[src/rtl/dma_cfg_regs.sv]
module dma_cfg_regs #(
  parameter int NCH  = 4,
  parameter int NLVL = 4,
  parameter int DW   = 32,
  parameter int TSW  = 6,
  parameter int TAW  = 2,
  parameter int CMDW = 2,
  parameter int CSW  = 6,
  parameter int CPW  = 2,
  parameter int CBW  = 2
) (
  input  logic          clk,
  input  logic          rst_n,
  input  logic [2:0]    bus_addr,
  input  logic [DW-1:0] bus_wdata,
  input  logic          bus_we,
  output logic [DW-1:0] bus_rdata,
  output logic          wr_ignored
);
  localparam int CHW = (NCH > 1) ? $clog2(NCH) : 1;
  localparam int LVW = (NLVL > 1) ? $clog2(NLVL) : 1;
  localparam logic [2:0] A_GCTL = 3'd0, A_DESC = 3'd1, A_WB = 3'd2, A_SEL = 3'd3;
  localparam logic [2:0] A_CHA = 3'd4, A_CHB = 3'd5, A_CRCC = 3'd6, A_SUM = 3'd7;

  logic            dma_en, crc_en;
  logic [NLVL-1:0] lvl_en;
  logic [DW-1:0]   desc_base, wb_base, crc_sum;
  logic [CHW-1:0]  ch_sel;
  logic [CSW-1:0]  crc_src;
  logic [CPW-1:0]  crc_poly;
  logic [CBW-1:0]  crc_beat;

  logic [NCH-1:0]  ch_en;
  logic [TSW-1:0]  trig_src [NCH];
  logic [TAW-1:0]  trig_act [NCH];
  logic [LVW-1:0]  ch_lvl   [NCH];
  logic [CMDW-1:0] ch_cmd   [NCH];

  wire w_gctl = bus_we && bus_addr == A_GCTL;
  wire w_desc = bus_we && bus_addr == A_DESC;
  wire w_wb   = bus_we && bus_addr == A_WB;
  wire w_sel  = bus_we && bus_addr == A_SEL;
  wire w_cha  = bus_we && bus_addr == A_CHA;
  wire w_chb  = bus_we && bus_addr == A_CHB;
  wire w_crcc = bus_we && bus_addr == A_CRCC;
  wire w_sum  = bus_we && bus_addr == A_SUM;

  wire sel_en  = ch_en[ch_sel];
  wire g_srst  = w_gctl && bus_wdata[0] && !dma_en && !crc_en;
  wire c_srst  = w_cha && bus_wdata[0] && !sel_en;

  wire blocked = (w_gctl && bus_wdata[0] && (dma_en || crc_en))
              || ((w_desc || w_wb) && dma_en)
              || ((w_crcc || w_sum) && crc_en)
              || (w_chb && sel_en)
              || (w_cha && bus_wdata[0] && sel_en);

  always_ff @(posedge clk or negedge rst_n) begin
    if (!rst_n) begin
      dma_en <= 1'b0; crc_en <= 1'b0; lvl_en <= '0;
      desc_base <= '0; wb_base <= '0; crc_sum <= '0; ch_sel <= '0;
      crc_src <= '0; crc_poly <= '0; crc_beat <= '0;
      wr_ignored <= 1'b0;
    end else if (g_srst) begin
      dma_en <= 1'b0; crc_en <= 1'b0; lvl_en <= '0;
      desc_base <= '0; wb_base <= '0; crc_sum <= '0; ch_sel <= '0;
      crc_src <= '0; crc_poly <= '0; crc_beat <= '0;
      wr_ignored <= 1'b0;
    end else begin
      wr_ignored <= blocked;
      if (w_gctl) begin
        dma_en <= bus_wdata[1];
        crc_en <= bus_wdata[2];
        lvl_en <= bus_wdata[8 +: NLVL];
      end
      if (w_desc && !dma_en) desc_base <= bus_wdata;
      if (w_wb && !dma_en)   wb_base   <= bus_wdata;
      if (w_sel)             ch_sel    <= bus_wdata[CHW-1:0];
      if (w_sum && !crc_en)  crc_sum   <= bus_wdata;
      if (w_crcc && !crc_en) begin
        crc_beat <= bus_wdata[0 +: CBW];
        crc_poly <= bus_wdata[2 +: CPW];
        crc_src  <= bus_wdata[8 +: CSW];
      end
    end
  end

  for (genvar c = 0; c < NCH; c++) begin : g_ch
    logic            en_q;
    logic [TSW-1:0]  src_q;
    logic [TAW-1:0]  act_q;
    logic [LVW-1:0]  lvl_q;
    logic [CMDW-1:0] cmd_q;
    wire hit = ch_sel == CHW'(c);

    always_ff @(posedge clk or negedge rst_n) begin
      if (!rst_n) begin
        en_q <= 1'b0; src_q <= '0; act_q <= '0; lvl_q <= '0; cmd_q <= '0;
      end else if (g_srst || (c_srst && hit)) begin
        en_q <= 1'b0; src_q <= '0; act_q <= '0; lvl_q <= '0; cmd_q <= '0;
      end else begin
        if (w_cha && hit) en_q <= bus_wdata[1];
        if (w_chb && hit) begin
          lvl_q <= bus_wdata[12 +: LVW];
          cmd_q <= bus_wdata[16 +: CMDW];
          if (!en_q) begin
            src_q <= bus_wdata[0 +: TSW];
            act_q <= bus_wdata[8 +: TAW];
          end
        end
      end
    end

    assign ch_en[c]    = en_q;
    assign trig_src[c] = src_q;
    assign trig_act[c] = act_q;
    assign ch_lvl[c]   = lvl_q;
    assign ch_cmd[c]   = cmd_q;
  end

  always_comb begin
    bus_rdata = '0;
    case (bus_addr)
      A_GCTL: begin
        bus_rdata[1] = dma_en;
        bus_rdata[2] = crc_en;
        bus_rdata[8 +: NLVL] = lvl_en;
      end
      A_DESC: bus_rdata = desc_base;
      A_WB:   bus_rdata = wb_base;
      A_SEL:  bus_rdata[0 +: CHW] = ch_sel;
      A_CHA:  bus_rdata[1] = sel_en;
      A_CHB: begin
        bus_rdata[0 +: TSW]   = trig_src[ch_sel];
        bus_rdata[8 +: TAW]   = trig_act[ch_sel];
        bus_rdata[12 +: LVW]  = ch_lvl[ch_sel];
        bus_rdata[16 +: CMDW] = ch_cmd[ch_sel];
      end
      A_CRCC: begin
        bus_rdata[0 +: CBW] = crc_beat;
        bus_rdata[2 +: CPW] = crc_poly;
        bus_rdata[8 +: CSW] = crc_src;
      end
      default: bus_rdata = crc_sum;
    endcase
  end
endmodule

[config.mk]
export PLATFORM = sky130hd
export DESIGN_NAME = dma_cfg_regs
export DESIGN_NICKNAME = d
export VERILOG_FILES = /design/src/rtl/dma_cfg_regs.sv
export SDC_FILE = /design/constraint.sdc
export NUM_CORES = 1
export LEC_CHECK = 0
export BUFFER_PORTS_ARGS = -buffer_cell sky130_fd_sc_hd__buf_2
export CAP_MARGIN = 20
export CORE_ASPECT_RATIO = 2
export CORE_MARGIN = 8
export CORE_UTILIZATION = 32
export DETAILED_ROUTE_END_ITERATION = 7
export SETUP_SLACK_MARGIN = 0.3
export SYNTH_ARGS = -nofsm -noshare
export SYNTH_HDL_FRONTEND = slang
export SYNTH_SLANG_ARGS = --single-unit
export TNS_END_PERCENT = 20
[constraint.sdc]
create_clock -name clk -period 2.2 [get_ports clk]
set_input_delay 0.11 -clock clk [delete_from_list [all_inputs] [get_ports clk]]
set_output_delay 0.11 -clock clk [all_outputs]
set_load 0.005 [all_outputs]
==> results of run 1 <==
-- power groups by stage --
stage,Sequential [mW],Combinational (mW),Clock [mW]
after detailed placement,4.15,1.77,0
after global placement,4.13,1.71,0
final,4.11,1.95,2.81
after global routing,4.19,2.18,2.98
after floorplan,4.01,1.22,0
after CTS,4.11,1.91,2.88
-- registers in the layout (all words and copies together) (netlist names), 4 cells and up --
register / flops
g_ch.act_q: 8
g_ch.lvl_q: 8
g_ch.en_q: 4
lvl_en: 4
crc_sum: 32
desc_base: 32
crc_src: 6
g_ch.src_q: 24
wb_base: 32
g_ch.cmd_q: 8
-- cells in the final DEF, fill, tap and decap left out, types with 6 or more instances in the layout --
| master | instances |
|---|---|
| nand2_1 | 237 |
| dfrtp_1 | 165 |
| a21oi_1 | 122 |
| buf_2 | 69 |
| nor2_1 | 63 |
| mux2i_1 | 51 |
| buf_4 | 42 |
| o21ai_0 | 38 |
| dlygate4sd3_1 | 24 |
| a22oi_1 | 21 |
| clkbuf_16 | 17 |
| mux4_2 | 13 |
| buf_12 | 12 |
| nand2_2 | 8 |
| a32o_1 | 8 |
| o22ai_1 | 8 |
| a22o_1 | 6 |
-- layout make-up --
| class | count | area (um^2) | area share, % |
|---|---|---|---|
| clock buffer | 24 | 492 | 4.79 |
| tap | 344 | 430 | 4.19 |
| timing repair buffer | 150 | 1180 | 11.5 |
| sequential | 167 | 4180 | 40.7 |
| multi-input combinational | 650 | 3900 | 38.0 |
| clock inverter | 8 | 65.1 | 0.634 |
| inverter | 4 | 15.0 | 0.146 |
-- what timing repair did --
action	in CTS	in global routing
hold buffers	24	0
endpoints found under the setup margin	13	30
resized for setup	11	27
hold endpoints to repair	128	0
pin swaps	1	22
buffers inserted	6	0
-- cell families after synthesis --
logic type,share of synthesized area (%)
buffers and inverters,5.32
muxes,10.1
and+or+nand+nor,17.2
DFF,49.7
AOI/OAI and AO/OA,17.7
-- per-stage QoR --
stage / util, % / std cells / hold WS, ns / area (um^2)
detailed placement: 35.6 / 1285 / 0.132 / 9270
global placement: 35.6 / 1285 / 0.129 / 9270
global route: 39.4 / 1347 / 0.0177 / 10300
floorplan: - / 899 / -0.186 / 8410
CTS: 39.1 / 1347 / 0.0000710 / 10200
finish: 39.4 / 1347 / 0.0169 / 10300
-- worst min path at each step --
stage                  start          endpoint  slack, ns  cells after the start
2_1_floorplan          rst_n         ch_sel[0]      -0.19                      0
3_3_place_gp           rst_n  g_ch[0].src_q[4]       0.13                      1
3_5_place_dp           rst_n  g_ch[2].src_q[5]       0.13                      1
4_1_cts         bus_wdata[8]        crc_sum[8]    0.00007                      3
5_1_grt        bus_wdata[12]  g_ch[2].lvl_q[0]       0.02                      3
6_report        bus_wdata[4]        wb_base[4]       0.02                      3
-- worst min-delay path: cells and delay by family --
family                 cells  cell delay (ns)
buffers and inverters      1             0.16
AOI/OAI and AO/OA          1             0.05
and+or+nand+nor            1             0.08
-- metal layers --
| layer | GRT usage (%) | vias up |
|---|---|---|
| met3 | 3.04 | 34 |
| li1 | - | 3276 |
| met1 | 20.3 | 3554 |
| met4 | 5.33 | 2 |
| met2 | 27.0 | 225 |
| met5 | 0 | - |
==> flow_summary.json, run 1 <==
{
  "dr.pass1.iters": 5,
  "setup_viol": 0,
  "dr_wl_met2_mm": 12.6,
  "die-area_um2": 32100,
  "clkPwrFrac_pct": 31.6,
  "cp.required_ns": 2.09,
  "gp_congestion": 0.833,
  "clk_pin_slew_worst_paths_ns": 0.07,
  "synth_top_area_share_pct": 49.7,
  "r2r_start": "ch_sel[0]",
  "hold_viol_final": 0,
  "crit_chain": "mux4_2 -> mux2_4 -> nand3_2 -> o211ai_1 -> buf_2",
  "yosysUniqueCellTypes": 49,
  "synthesis.area_um2": 8410,
  "grt.total_usage_pct": 16.1,
  "io_pins": 71,
  "cp-startpoint": "ch_sel[0]",
  "tns_ns": 0,
  "die_h_um": 245,
  "seq_area_frac_synth_pct": 49.7,
  "drv_cap": 0,
  "slowest_delay_ns": 0.54,
  "synth_nets": 937,
  "rows": 84,
  "syn_inst": 899,
  "synth-edff-count": 0,
  "grt_pass1_wl_mm": 40.6,
  "tightestPinTransition_ns": 0.582,
  "swShare_pct": 29.8,
  "r2r_end": "g_ch[2].src_q[2]",
  "grt_max_degree": 69,
  "yosysTopAreaCell": "dfrtp_1",
  "relSlewSlack_pct": 61.0,
  "powerDensity_nw_per_um2": 864,
  "critPathMaxFanout": 4,
  "grt_pass1_vias": 7691,
  "yosysWarnings": 0,
  "antenna_cells": 0,
  "fin_nets": 1028,
  "total_leakage_power_nw": 4.44,
  "core_um2": 26100,
  "rsz0062_at_grt": "true",
  "nFillCells": 2668,
  "viasPerCell": 5.26,
  "die_w_um": 131,
  "cts_sinks": 167,
  "synth-seq-cells": 167,
  "cts-root-buf": "clkbuf_16",
  "fin_crit_ns": 2.17,
  "p_comb_share_pct": 22.0,
  "clkLatencyLatePin_ns": 0.43,
  "cpMaxStageDelayCell": "mux4_2",
  "ff2ff_path_depth": 6,
  "fin_crit_sh_pct": 98.8,
  "wl_met3_mm": 1.28,
  "antenna_found_initial": 1,
  "end_kind": "output port",
  "synth.cells.most_frequent": "nand2_1 (243), dfrtp_1 (167), a21oi_1 (127), nor2_1 (63), mux2i_1 (51)",
  "drc": 0,
  "highest_layer": "met5",
  "h-tree-depth": 4,
  "async_flop_share_pct": 100,
  "cts_tree": "done",
  "start_util_pct": 32.3,
  "cpLargestDelayFamily": "multiplexers",
  "fmax_mhz": 460,
  "critical_path_depth": 5,
  "startpoint_type": "register",
  "synthFlopType": "dfrtp_1",
  "seq_power_share_pct": 46.3,
  "dp_hpwl_mm": 16.5,
  "drt-total-wl_mm": 24.8,
  "cts-buffers-inserted": 17,
  "arrival_ns": 2.06,
  "drtIter0Drc": 530,
  "vias": 7091,
  "totalPowerFinal_mw": 8.87,
  "switchingPower_mw": 2.64,
  "cts_buffer_depth": 2,
  "fin_ws_ns": 0.0266,
  "wire_per_inst_um": 18.4,
  "dpl_worst_slack_ns": 0.300,
  "worst-setup-path-type": "reg -> out",
  "r2r_slack_ns": 0.31,
  "io_buffers": 70,
  "synth_most_common_cell": "nand2_1",
  "outcome": "completed",
  "drive_gt1_share_pct": 21.3,
  "finClkSkew_ns": 0.00929,
  "grt_overflow": 0,
  "wl_met1_mm": 10.5,
  "hold_path.class": "in -> reg",
  "ir_worst_vdd_mv": 0.409,
  "syn_to_final_growth_pct": 22.0,
  "critical_path_buf_inv_count": 1,
  "cp-endpoint": "bus_rdata[1]",
  "drv_slew": 0,
  "syn_area_per_cell_um2": 9.36,
  "ant_nets": 0,
  "p_int_mw": 6.23,
  "yosys-top-cells-area": "dfrtp_1 (50%), nand2_1 (11%), a21oi_1 (7.6%)"
}
No activity file was read; power rests on OpenSTA's default activity.
==> run 2: changes to the inputs <==
Settings changed: ABC_AREA set to 1, BUFFER_PORTS_ARGS -buffer_cell sky130_fd_sc_hd__buf_2 to not set, DONT_BUFFER_PORTS set to 1, HOLD_SLACK_MARGIN set to 0.03.
==> flow_summary.json, run 2 <==
{
  "reg_top3": "crc_sum: 32 flops, desc_base: 32 flops, wb_base: 32 flops",
  "yosysTopAreaCell": "dfrtp_1",
  "fin_cells": 1532,
  "yosysUniqueCellTypes": 24,
  "core_um2": 25700,
  "hold_path.class": "in -> async",
  "final_common_cell": "nand2_1",
  "violations": "hold timing",
  "vias": 7551,
  "fin_crit_ns": 1.93,
  "relSlewSlack_pct": 26.5,
  "grt_max_degree": 168,
  "syn_area_per_cell_um2": 7.23,
  "drtIter0Drc": 439,
  "cts-buffers-inserted": 17,
  "r2r_start": "ch_sel[0]",
  "hold_viol_final": 167,
  "final_cell_mix": "nand2_1 (556), dfrtp_1 (166), nand3_1 (98)",
  "hold_slack_ns": -0.623,
  "nFillCells": 2704,
  "seq_area_um2": 4180,
  "synth_most_common_cell": "nand2_1",
  "grt_pass1_vias": 7805,
  "tightestPinTransition_ns": 1.10,
  "start_util_pct": 32.4,
  "synth.cells.most_frequent": "nand2_1 (559), dfrtp_1 (167), nand3_1 (98), nor2_1 (91), inv_1 (55)",
  "dp_hpwl_mm": 17.7,
  "worst-setup-path-type": "reg -> out",
  "h-tree-depth": 4,
  "end_kind": "output port",
  "ant_nets": 0,
  "rsz0062_at_grt": "true",
  "synthFlopType": "dfrtp_1",
  "arrival_ns": 1.82,
  "grt.total_usage_pct": 17.2,
  "syn_to_final_growth_pct": 17.8,
  "ff2ff_path_depth": 8,
  "multi_input_area_um2": 3680,
  "setup_viol": 0,
  "cts_buffer_depth": 2,
  "dpl_worst_slack_ns": 0.344,
  "cts-root-buf": "clkbuf_16",
  "grt_overflow": 0,
  "drc": 0,
  "gp_congestion": 0.851,
  "die-area_um2": 31700,
  "ctsHoldBuffers": 35,
  "post-route-util_pct": 38.1,
  "r2r_slack_ns": 0.42,
  "yosysWarnings": 0,
  "synthesis.area_um2": 8300,
  "cts_tree": "done",
  "async_flop_share_pct": 100,
  "viasPerCell": 4.93,
  "critPathMaxFanout": 8,
  "synth_top_area_share_pct": 50.3,
  "clkLatencyLatePin_ns": 0.44,
  "drive_gt1_share_pct": 9.06,
  "tns_ns": 0,
  "drv_cap": 0,
  "cp.required_ns": 2.09,
  "synth-edff-count": 0,
  "total_leakage_power_nw": 5.01,
  "outcome": "finished, violations left",
  "io_buffers": 0,
  "finClkSkew_ns": 0.00753,
  "wire_per_inst_um": 16.9,
  "fmax_mhz": 519,
  "synth_nets": 1186,
  "grt_pass1_wl_mm": 42.2,
  "clk_pin_slew_worst_paths_ns": 0.07,
  "yosys-top-cells-area": "dfrtp_1 (50%), nand2_1 (25%), nand3_1 (5.9%)",
  "synth-seq-cells": 167,
  "fin_nets": 1218,
  "antenna_found_initial": 0,
  "die_w_um": 130,
  "seq_area_frac_synth_pct": 50.3,
  "syn_inst": 1148,
  "ir_worst_vdd_mv": 0.597,
  "drt-total-wl_mm": 25.9,
  "fin_ws_ns": 0.274,
  "powerDensity_nw_per_um2": 939,
  "dr.pass1.iters": 5,
  "cts_sinks": 167,
  "drv_slew": 0,
  "startpoint_type": "register",
  "rows": 83,
  "io_pins": 71,
  "dp_cells": 1459,
  "fin_crit_sh_pct": 87.5,
  "r2r_end": "g_ch[0].cmd_q[1]",
  "antenna_cells": 0,
  "die_h_um": 244
}
## run 2: cell count changes after synthesis, moves of 15 or more
cell	previous run	this run
a21oi_1	127	52
nor2_1	63	91
nand4_1	0	23
nand2_1	243	559
clkbuf_1	35	16
o21ai_0	38	7
a22oi_1	21	0
mux2i_1	51	0
buf_2	16	34
inv_1	4	55
buf_6	15	0
nand3_1	3	98
## run 2: layout make-up
| cell class | count | share of cell area [%] |
|---|---|---|
| multi-input combinational | 858 | 37.6 |
| timing repair buffer | 68 | 6.69 |
| clock buffer | 19 | 4.53 |
| inverter | 68 | 2.61 |
| tap | 340 | 4.35 |
| clock inverter | 12 | 1.48 |
| sequential | 167 | 42.7 |
## run 2: logic make-up (layout without fill, tap and decap cells)
logic type,Yosys count,in the layout,synth area share (%)
flip-flops,167,167,50.3
AO/OA/AOI/OAI,64,64,3.98
buffers and inverters,123,167,6.21
AND/OR/NAND/NOR,794,794,39.5
## run 2: where the power goes
part           switching [mW]  internal [mW]  leakage, nW
Clock                    1.32           1.72        0.275
Combinational            1.05          0.752         2.59
Sequential              0.476           3.87         2.15
Total                    2.85           6.34         5.01
## run 2: repair_timing
action / CTS / global route
endpoints found under the setup margin: 11 / 61
pin swaps: 3 / 1
gates resized for setup: 12 / 7
endpoints found under the hold margin: 312 / 167
setup buffers: 7 / 0
## run 2: worst max-delay path by stage
stage | startpoint | to | slack [ns] | cells past startpoint
2_1_floorplan | ch_sel[0] | g_ch[3].act_q[1] | 0.65 | 8
3_3_place_gp | ch_sel[1] | g_ch[3].lvl_q[0] | 0.34 | 7
3_5_place_dp | ch_sel[1] | g_ch[3].cmd_q[0] | 0.34 | 7
4_1_cts | ch_sel[0] | bus_rdata[2] | 0.26 | 8
5_1_grt | ch_sel[1] | bus_rdata[8] | 0.16 | 8
6_report | ch_sel[1] | bus_rdata[8] | 0.27 | 8
## run 2: critical path, cell delays in order (launching register included)
cell and delay (ns):
dfrtp_2 0.49, inv_2 0.09, nor2_4 0.10, buf_6 0.14
nand2_1 0.06, nand4_1 0.07, nand2_1 0.08, a21oi_2 0.21
buf_4 0.14
## run 2: per-layer routing
| metal | share of wire [%] | GRT usage [%] |
|---|---|---|
| met1 | 38 | 17.9 |
| met2 | 55 | 31.9 |
| met3 | 3.2 | 2.95 |
| met4 | 3.5 | 8.22 |
| met5 | 0 | 0 |
## run 2: stage by stage
step | power (mW) | area (um^2)
after global routing | 9.71 | 9780
after CTS | 9.24 | 9760
final | 9.19 | 9780
after detailed placement | 6.03 | 8710
after floorplan | 5.52 | 8300
after global placement | 5.97 | 8710
